**src/rtl/absalu_pkg.sv**
```systemverilog
package absalu_pkg;

    localparam int OPW = 10;

    // opcodes that the decoder recognises
    localparam logic [OPW-1:0] XOP_ABSD   = 10'b1011110110;
    localparam logic [OPW-1:0] XOP_ACC_U  = 10'b1111110110;
    localparam logic [OPW-1:0] XOP_ACC_S  = 10'b0111110110;
    localparam logic [OPW-1:0] XOP_AVG    = 10'b1101001110;

    // condition field bit positions
    localparam int CR_LT = 3;
    localparam int CR_GT = 2;
    localparam int CR_EQ = 1;
    localparam int CR_SO = 0;
    localparam int CRW   = 4;

    typedef enum logic [2:0] {
        KIND_NONE,
        KIND_ABSD,
        KIND_ACC_U,
        KIND_ACC_S,
        KIND_AVG
    } alu_kind_e;

endpackage

```
**src/rtl/absalu_decode.sv**
```systemverilog
module absalu_decode
    import absalu_pkg::*;
(
    input  logic [OPW-1:0] xop,
    output alu_kind_e      kind,
    output logic           legal
);
    // the two accumulate forms share their low bits; the top bit chooses signedness
    localparam logic [OPW-2:0] ACC_LOW = XOP_ACC_U[OPW-2:0];

    always_comb begin
        kind = KIND_NONE;
        if (xop[OPW-2:0] == ACC_LOW) begin
            kind = xop[OPW-1] ? KIND_ACC_U : KIND_ACC_S;
        end else if (xop == XOP_ABSD) begin
            kind = KIND_ABSD;
        end else if (xop == XOP_AVG) begin
            kind = KIND_AVG;
        end
        legal = (kind != KIND_NONE);
    end
endmodule

```
**src/rtl/absalu_absdiff.sv**
```systemverilog
module absalu_absdiff #(
    parameter int W = 64
) (
    input  logic [W-1:0] a,
    input  logic [W-1:0] b,
    input  logic         signed_mode,
    output logic [W-1:0] abs_o
);
    localparam int WX = W + 1;

    logic [WX-1:0] a_x;
    logic [WX-1:0] b_x;
    logic [WX-1:0] diff_x;
    logic [W-1:0]  diff_rev;
    logic          a_below;

    always_comb begin
        // widen by one bit with zero or sign so the top bit of the
        // difference tells which operand is smaller
        a_x      = {signed_mode & a[W-1], a};
        b_x      = {signed_mode & b[W-1], b};
        diff_x   = a_x - b_x;
        a_below  = diff_x[WX-1];
        diff_rev = b - a;
        abs_o    = a_below ? diff_rev : diff_x[W-1:0];
    end
endmodule

```
**src/rtl/absalu_avg.sv**
```systemverilog
module absalu_avg #(
    parameter int W = 64
) (
    input  logic [W-1:0] a,
    input  logic [W-1:0] b,
    output logic [W-1:0] avg_o
);
    localparam int WS = W + 1;

    logic [WS-1:0] sum;

    always_comb begin
        sum   = {1'b0, a} + {1'b0, b} + WS'(1);
        avg_o = W'(sum >> 1);
    end
endmodule

```
**src/rtl/absalu_crgen.sv**
```systemverilog
module absalu_crgen
    import absalu_pkg::*;
#(
    parameter int W = 64
) (
    input  logic [W-1:0]   value,
    input  logic           so,
    output logic [CRW-1:0] cr
);
    logic is_zero;
    logic is_neg;

    always_comb begin
        is_zero   = (value == '0);
        is_neg    = value[W-1];
        cr        = '0;
        cr[CR_LT] = is_neg;
        cr[CR_GT] = !is_neg && !is_zero;
        cr[CR_EQ] = is_zero;
        cr[CR_SO] = so;
    end
endmodule

```
**src/rtl/absdiff_alu.sv**
```systemverilog
module absdiff_alu
    import absalu_pkg::*;
#(
    parameter int XLEN = 64
) (
    input  logic            clk,
    input  logic            rst_n,
    input  logic            in_valid,
    input  logic [9:0]      xop,
    input  logic [XLEN-1:0] src_a,
    input  logic [XLEN-1:0] src_b,
    input  logic [XLEN-1:0] src_acc,
    input  logic            rec_en,
    input  logic            so_in,
    output logic            out_valid,
    output logic [XLEN-1:0] out_result,
    output logic            out_cr_wr,
    output logic [3:0]      out_cr,
    output logic            out_illegal
);
    typedef struct packed {
        logic            valid;
        logic            illegal;
        logic [XLEN-1:0] result;
        logic            cr_wr;
        logic [CRW-1:0]  cr;
    } alu_state_t;

    alu_state_t state_d, state_q;

    alu_kind_e       kind;
    logic            legal;
    logic [XLEN-1:0] abs_val;
    logic [XLEN-1:0] avg_val;
    logic [XLEN-1:0] res_val;
    logic [CRW-1:0]  cr_val;
    logic            signed_sel;

    absalu_decode u_decode (
        .xop   (xop),
        .kind  (kind),
        .legal (legal)
    );

    assign signed_sel = (kind == KIND_ACC_S);

    absalu_absdiff #(.W(XLEN)) u_absdiff (
        .a           (src_a),
        .b           (src_b),
        .signed_mode (signed_sel),
        .abs_o       (abs_val)
    );

    absalu_avg #(.W(XLEN)) u_avg (
        .a     (src_a),
        .b     (src_b),
        .avg_o (avg_val)
    );

    always_comb begin
        unique case (kind)
            KIND_ACC_U, KIND_ACC_S: res_val = src_acc + abs_val;
            KIND_AVG:               res_val = avg_val;
            default:                res_val = abs_val;
        endcase
    end

    absalu_crgen #(.W(XLEN)) u_crgen (
        .value (res_val),
        .so    (so_in),
        .cr    (cr_val)
    );

    always_comb begin
        state_d         = state_q;
        state_d.valid   = 1'b0;
        state_d.illegal = 1'b0;
        state_d.cr_wr   = 1'b0;
        if (in_valid) begin
            if (legal) begin
                state_d.valid  = 1'b1;
                state_d.result = res_val;
                if (rec_en) begin
                    state_d.cr_wr = 1'b1;
                    state_d.cr    = cr_val;
                end
            end else begin
                state_d.illegal = 1'b1;
            end
        end
    end

    always_ff @(posedge clk or negedge rst_n) begin
        if (!rst_n) begin
            state_q <= '0;
        end else begin
            state_q <= state_d;
        end
    end

    assign out_valid   = state_q.valid;
    assign out_illegal = state_q.illegal;
    assign out_result  = state_q.result;
    assign out_cr_wr   = state_q.cr_wr;
    assign out_cr      = state_q.cr;

    // a result only follows an issue one cycle earlier
    assert_valid_after_issue_R5: assert property (
        @(posedge clk) disable iff (!rst_n)
        out_valid |-> $past(in_valid)
    );

    // an unknown opcode never produces a result alongside its flag
    assert_illegal_no_result_R8: assert property (
        @(posedge clk) disable iff (!rst_n)
        out_illegal |-> (!out_valid && !out_cr_wr && $stable(out_result))
    );

    // no write, no change of the condition field
    assert_cr_hold_R7: assert property (
        @(posedge clk) disable iff (!rst_n)
        !out_cr_wr |-> $stable(out_cr)
    );

    // exactly one comparison bit when the field is written
    assert_cr_single_R6: assert property (
        @(posedge clk) disable iff (!rst_n)
        out_cr_wr |-> ($countones(out_cr[CR_LT:CR_EQ]) == 1 && out_valid)
    );

    // the equal bit agrees with the registered result
    assert_cr_eq_R6: assert property (
        @(posedge clk) disable iff (!rst_n)
        out_cr_wr |-> (out_cr[CR_EQ] == (out_result == '0))
    );
endmodule

```
**config.mk**
```make
export PLATFORM = sky130hd
export DESIGN_NAME = absdiff_alu
export DESIGN_NICKNAME = d
export VERILOG_FILES = /design/src/rtl/absalu_pkg.sv /design/src/rtl/absalu_decode.sv /design/src/rtl/absalu_absdiff.sv /design/src/rtl/absalu_avg.sv /design/src/rtl/absalu_crgen.sv /design/src/rtl/absdiff_alu.sv
export SDC_FILE = /design/constraint.sdc
export NUM_CORES = 1
export LEC_CHECK = 0
export BUFFER_PORTS_ARGS = -buffer_cell sky130_fd_sc_hd__buf_2
export CAP_MARGIN = 20
export CORE_ASPECT_RATIO = 0.75
export CORE_MARGIN = 2
export CORE_UTILIZATION = 55
export DETAILED_ROUTE_END_ITERATION = 8
export PLACE_DENSITY = 0.77
export SYNTH_ARGS = -nofsm -noshare
export SYNTH_HDL_FRONTEND = slang
export SYNTH_HIERARCHICAL = 1
export SYNTH_SLANG_ARGS = --single-unit
```
**constraint.sdc**
```tcl
create_clock -name clk -period 1.3 [get_ports clk]
set_clock_uncertainty 0.05 [all_clocks]
set_input_delay 0.065 -clock clk [delete_from_list [all_inputs] [get_ports clk]]
set_output_delay 0.065 -clock clk [all_outputs]
set_load 0.02 [all_outputs]
```
==> implementation parameters, run 1 <==
Parameter                              Value

Logic synthesis
  YS warnings ... 6
  Seq/Total Area, Yosys ... 9.05%
  Dominant cell type by area after synthesis ... ha_1
  Flops & latches, synth ... 71
  Synthesized area divided by synthesized cell count ... 6.95 um2
  Number of flops mapped to enable cells by yosys ... 0
  Top cell type's share of synthesized area ... about 16%
  Leading register cell type out of synthesis ... dfrtp_1
  Synth top area cells ... ha_1, dfrtp_1, a21oi_1, nand2_1, o21ai_0
  Post-synthesis cell count ... around 2.8k
  Mapped Area ... 0.0196 mm2
  Fraction of registers with async set or reset after synthesis ... between 90% and 100%
  Number of library cell types mapped by synthesis ... 94
  Nets in the synthesized netlist ... 3,290

Global routing
  Global-route wire length before repair ... around 270,000 um
  Via count of the first global-routing pass ... roughly 40k
  Maximum number of pins on one net before global-route repair ... 50
  Overflow left after global routing ... 785
  Total global routing track utilization ... a little over 90%

Clocking
  Total clock buffers created by CTS ... 9
  Clock Path Buffers ... 2
  Num Clock Sinks ... 71
  Root buffer selected by CTS ... clkbuf_16
  CTS H-tree depth ... 3

Placed design
  Total half-perimeter wirelength after legalization and detailed placement ... between 90,000 and 100,000 um
  Port-buffer cells ... about 280
  Final Wtd Congestion ... 1.31

Floorplanning
  Width of the die ... 222 um
  Number of cell rows ... 59
  Effective utilization at floorplan ... a little under three fifths
  I/O pin cnt ... 278
  Chip height ... 168 um

Status
  Result of the run ... aborted with a tool error
  First error line in the log ... [ERROR GRT-0116] Global routing finished with congestion. Check the congestion regions in the DRC Viewer.
  Failing step ... global routing
==> layer usage <==
metal	GRT overflow	track usage (%)
met5	3	73.7
met4	205	90.0
met3	79	86.2
met2	412	103
met1	86	90.2
==> stage by stage <==
step | utilization (%) | std cells | cell area [um2] | worst slack [ns]
CTS | 91.4 | 4654 | 31900 | -4.80
detailed placement | 85.6 | 4557 | 29900 | -5.48
global placement | 85.6 | 4557 | 29900 | -5.10
floorplan | - | 2826 | 20000 | -4.37
==> synth_stat cells (5+ instances only) <==
library cell,number
xnor2_1,106
nand3_1,42
mux2i_1,44
a31oi_1,44
buf_1,6
ha_1,253
or2_2,12
o31a_1,6
nand4b_1,5
a211oi_1,15
nor2_1,174
o211a_1,5
xor2_1,68
o21ai_1,18
nor4_2,7
mux2_2,22
o21ai_0,196
o31ai_1,16
or3_1,19
o21a_1,39
nor3_1,47
a221oi_1,10
a32oi_1,6
nand4_1,82
o21bai_1,68
dfrtp_1,71
nor2b_1,26
nand2b_1,24
a21o_1,105
nand2_1,304
clkbuf_1,97
o311a_1,7
inv_1,200
and3_1,18
a22oi_1,60
and2_1,21
o221ai_1,14
buf_2,43
o211ai_1,17
a221o_1,9
a21oi_2,9
a21boi_0,13
nor4_1,21
a21oi_1,351
==> timing repair <==
action	4_1_cts
endpoints found under the hold margin	58
setup buffers	85
setup endpoints to repair	68
gates resized for setup	263
pin swaps	119
hold buffers	4
==> cell families after synthesis <==
| family | Yosys count | share of synthesized area, % |
|---|---|---|
| adders and majority gates | 257 | 16.5 |
| muxes | 66 | 3.51 |
| AOI/OAI and AO/OA | 1077 | 35.5 |
| and+or+nand+nor | 826 | 20.5 |
| DFF | 71 | 9.05 |
| buffers and inverters | 355 | 7.16 |
| xor gates and xnor gates | 174 | 7.76 |
==> run 2: changes to the inputs <==
--- a/config.mk
+++ b/config.mk
@@ -7,11 +7,10 @@
 export LEC_CHECK = 0
 export BUFFER_PORTS_ARGS = -buffer_cell sky130_fd_sc_hd__buf_2
 export CAP_MARGIN = 20
-export CORE_ASPECT_RATIO = 0.75
 export CORE_MARGIN = 2
-export CORE_UTILIZATION = 55
+export CORE_UTILIZATION = 40
 export DETAILED_ROUTE_END_ITERATION = 8
-export PLACE_DENSITY = 0.77
+export PLACE_DENSITY_LB_ADDON = 0.15
 export SYNTH_ARGS = -nofsm -noshare
 export SYNTH_HDL_FRONTEND = slang
 export SYNTH_HIERARCHICAL = 1
==> implementation parameters, run 2 <==
Parameter                              Value

Cells and area
  Storage cell area ... 0.00178 mm2
  Most common cell after layout, fill and taps aside ... buf_4
  Non-Filler Cell Area, Final ... 0.0344 mm2
  Share of layout cells above drive strength 1 ... 48.2%
  Layout overhead on the synthesized area ... 75.1%
  Leading cell types in the layout, fill and taps excluded ... buf_4, a21oi_1, nand2_1
  Flip-flop count of the largest register, all copies and words added ... 64
  Layout net count ... 4,747
  Filler instances ... 4,106
  Multi-input combinational cell area ... 0.0189 mm2

Detailed routing
  First DRT Iteration DRCs ... 2,841
  Detailed-route vias per instance ... 5.74
  Routed WL ... 106,000 um
  Total DRC errors in the routed layout ... 0
  Drt wl/cell ... 21.6 um
  Number of nets with antenna violations after routing ... 0
  Count of vias placed by the detailed router ... ~28k
  Detailed Routing Iterations Pass 1 ... 6

Timing
  Tightest slew margin relative to the limit ... 46.9%
  Setup Viol. Count Final ... 67
  Final worst-path setup slack ... -5.00 ns
  Fin. Hold Viols ... 0
  Least-Margin Pin Slew ... a little under 0.8 ns
  Shortest period the worst path allows ... 6.30 ns
  Period utilization ... 485%
  Fmax ... 159 MHz
  Setup repair after global routing missed its margin ... yes
  Count of pins over their slew limit ... 0

Critical path
  Cell family with the largest share of critical-path delay ... compound AO/OA/AOI/OAI gates
  Worst path bufs/invs ... 7
  Worst R2R Path Depth ... 1
  Number of stages on the worst setup path ... 35
  Critical path capture point type ... register
  Maximum fanout count along the critical path ... 7
  Most used cell, CP ... buf_4
  Cell with the biggest individual delay on the critical path ... nor4_2
  R2r startpoint ... out_result[29]
  Largest incremental delay on the critical path ... 0.37 ns
  Worst reg2reg path endpoint ... out_result[29]
  Startpoint type of the worst setup path ... input pin
  Category of the most critical setup path ... in -> reg
  Critical path data required time ... 1.48 ns
  Critical Path AT ... ~6.5 ns
  Reg2Reg Setup Slack ... 0.45 ns

Hold path
  End point of the worst hold path ... out_cr_wr
  Hold-critical path depth ... 4
  Worst hold path class ... in -> reg
  Hold_sp ... rec_en

Placed design
  Total half-perimeter wirelength after legalization and detailed placement ... 88,100 um (-7.1%)
  Final Wtd Congestion ... 1.04 (-20%)
  Post-place instance area ... 0.0306 mm2 (+2.2%)
  Pre-CTS worst setup slack ... -5.47 ns (+0.0103 ns)
  Port-buffer cells ... 277 (unchanged)

Logic synthesis
  Mapped Area ... 0.0196 mm2 (unchanged)
  Leading register cell type out of synthesis ... dfrtp_1
  Nets in the synthesized netlist ... 3,290 (unchanged)
  Synth top area cells ... ha_1, dfrtp_1, a21oi_1, nand2_1, o21ai_0
  Top cell type's share of synthesized area ... 16.1% (unchanged)
  YS warnings ... 6 (unchanged)
  Commonest cells in the synthesized netlist ... a21oi_1, nand2_1, ha_1
  Number of flops mapped to enable cells by yosys ... 0 (unchanged)
  Synthesized area divided by synthesized cell count ... 6.95 um2 (unchanged)
  Number of library cell types mapped by synthesis ... 94 (unchanged)
  Most common cell in the netlist ... a21oi_1
  Post-synthesis cell count ... 2,826 (unchanged)
  Seq/Total Area, Yosys ... 9.05% (unchanged)
  Fraction of registers with async set or reset after synthesis ... 100% (unchanged)
  Dominant cell type by area after synthesis ... ha_1
  Flops & latches, synth ... 71 (unchanged)

Clocking
  Total clock buffers created by CTS ... 9 (unchanged)
  CTS H-tree depth ... 3 (unchanged)
  Root buffer selected by CTS ... clkbuf_16
  Clk Latency, worst-skew pair ... 0.35 ns
  Num Clock Sinks ... 71 (unchanged)
  CTS clk-pin slew, worst paths ... 0.06 ns
  Clock tree from TritonCTS ... built
  Clock Path Buffers ... 2 (unchanged)

Global routing
  Via count of the first global-routing pass ... around 27k
  Global-route wire length before repair ... 153,000 um
  Number of antenna violations at the first check in global routing ... 13
  Maximum number of pins on one net before global-route repair ... 43
  Overflow left after global routing ... 0
  Total global routing track utilization ... 39.0%

Floorplanning
  Effective utilization at floorplan ... 40.3% (-16 points)
  I/O pin cnt ... 278 (unchanged)
  Width of the die ... 226 um (+1.5%)
  Number of cell rows ... 81 (+37%)
  Placeable core region ... 0.0486 mm2
  Chip height ... 226 um (+35%)
  Die ar. ... 0.0509 mm2

Pwr
  Peak ir drop on the vdd network ... 0.675 mV
  Leakage power figure ... approximately 17 nW
  Pwr/cell area ... 1020 mW/mm2

Status
  Failing checks ... setup timing
  Result of the run ... finished, violations left

Job
  Total of max-cap violations ... 0
==> run 2: cell counts after synthesis <==
No cell type changed its count.
==> run 2: what timing repair did <==
action	4_1_cts	5_1_grt
hold endpoints to repair	73	0
setup endpoints to repair	69	68
pin swaps	105	157
setup buffers	77	66
resized for setup	259	291
hold buffers	3	0
cloned	0	4
==> run 2: stage by stage <==
stage	hold slack, ns	utilization [%]	power, W	TNS, ns	instances
after global routing	0.0512	70.7	0.0368	-263.36	4918
after global placement	-0.103	62.8	0.0259	-270.33	4782
after floorplan	-0.281	-	0.0142	-214.09	2826
after detailed placement	-0.0976	62.8	0.0262	-278.73	4782
after CTS	0.0270	67.0	0.0312	-238.90	4874
final	0.0473	70.7	0.0350	-252.16	4918
==> run 2: worst min-delay path, cell delays in order <==
cell and delay, ns:
buf_2 0.13, nand2_8 0.09, buf_4 0.10, inv_1 0.03
==> run 2: report_power, final <==
part	total (W)	internal [W]	switching, W	leakage [nW]
clock network	0.00269	0.00169	0.000994	0.150
logic	0.0299	0.0144	0.0155	16.4
registers	0.00247	0.00237	0.0000956	0.974
total	0.0350	0.0184	0.0166	17.5
==> run 2: how the worst max path moves through the flow <==
stage,startpoint,end,slack [ns]
2_1_floorplan,src_a[0],out_cr[2],-4.37
3_3_place_gp,src_a[0],out_cr[2],-5.42
3_5_place_dp,src_a[0],out_cr[2],-5.47
4_1_cts,src_a[0],out_cr[2],-4.72
5_1_grt,src_a[0],out_cr[2],-5.30
6_report,src_a[0],out_cr[2],-5.00
==> run 2: area by class of cell <==
cell class                      instances  share of cell area, %
Multi-Input combinational cell       2402                   55.0
Antenna cell                            8                 0.0582
Timing Repair Buffer                 1598                   34.4
Tap cell                              622                   2.26
Clock buffer                           10                  0.666
Inverter                              201                   2.26
Sequential cell                        71                   5.17
Clock inverter                          6                  0.269
==> run 2: cell families after synthesis <==
logic type               synth area share (%)
flip-flops                               9.05
AND/OR/NAND/NOR                          20.5
XOR/XNOR                                 7.76
multiplexers                             3.51
AO/OA/AOI/OAI                            35.5
buffers and inverters                    7.16
adder cells (fa/ha/maj)                  16.5
==> run 2: routing by layer <==
metal / share of wire (%) / global-route usage [%]
met1: 45 / 56.7
met4: 3.7 / 11.8
met2: 41 / 57.0
met5: 0.012 / 0
met3: 10 / 8.19
No activity file was read; power rests on OpenSTA's default activity.
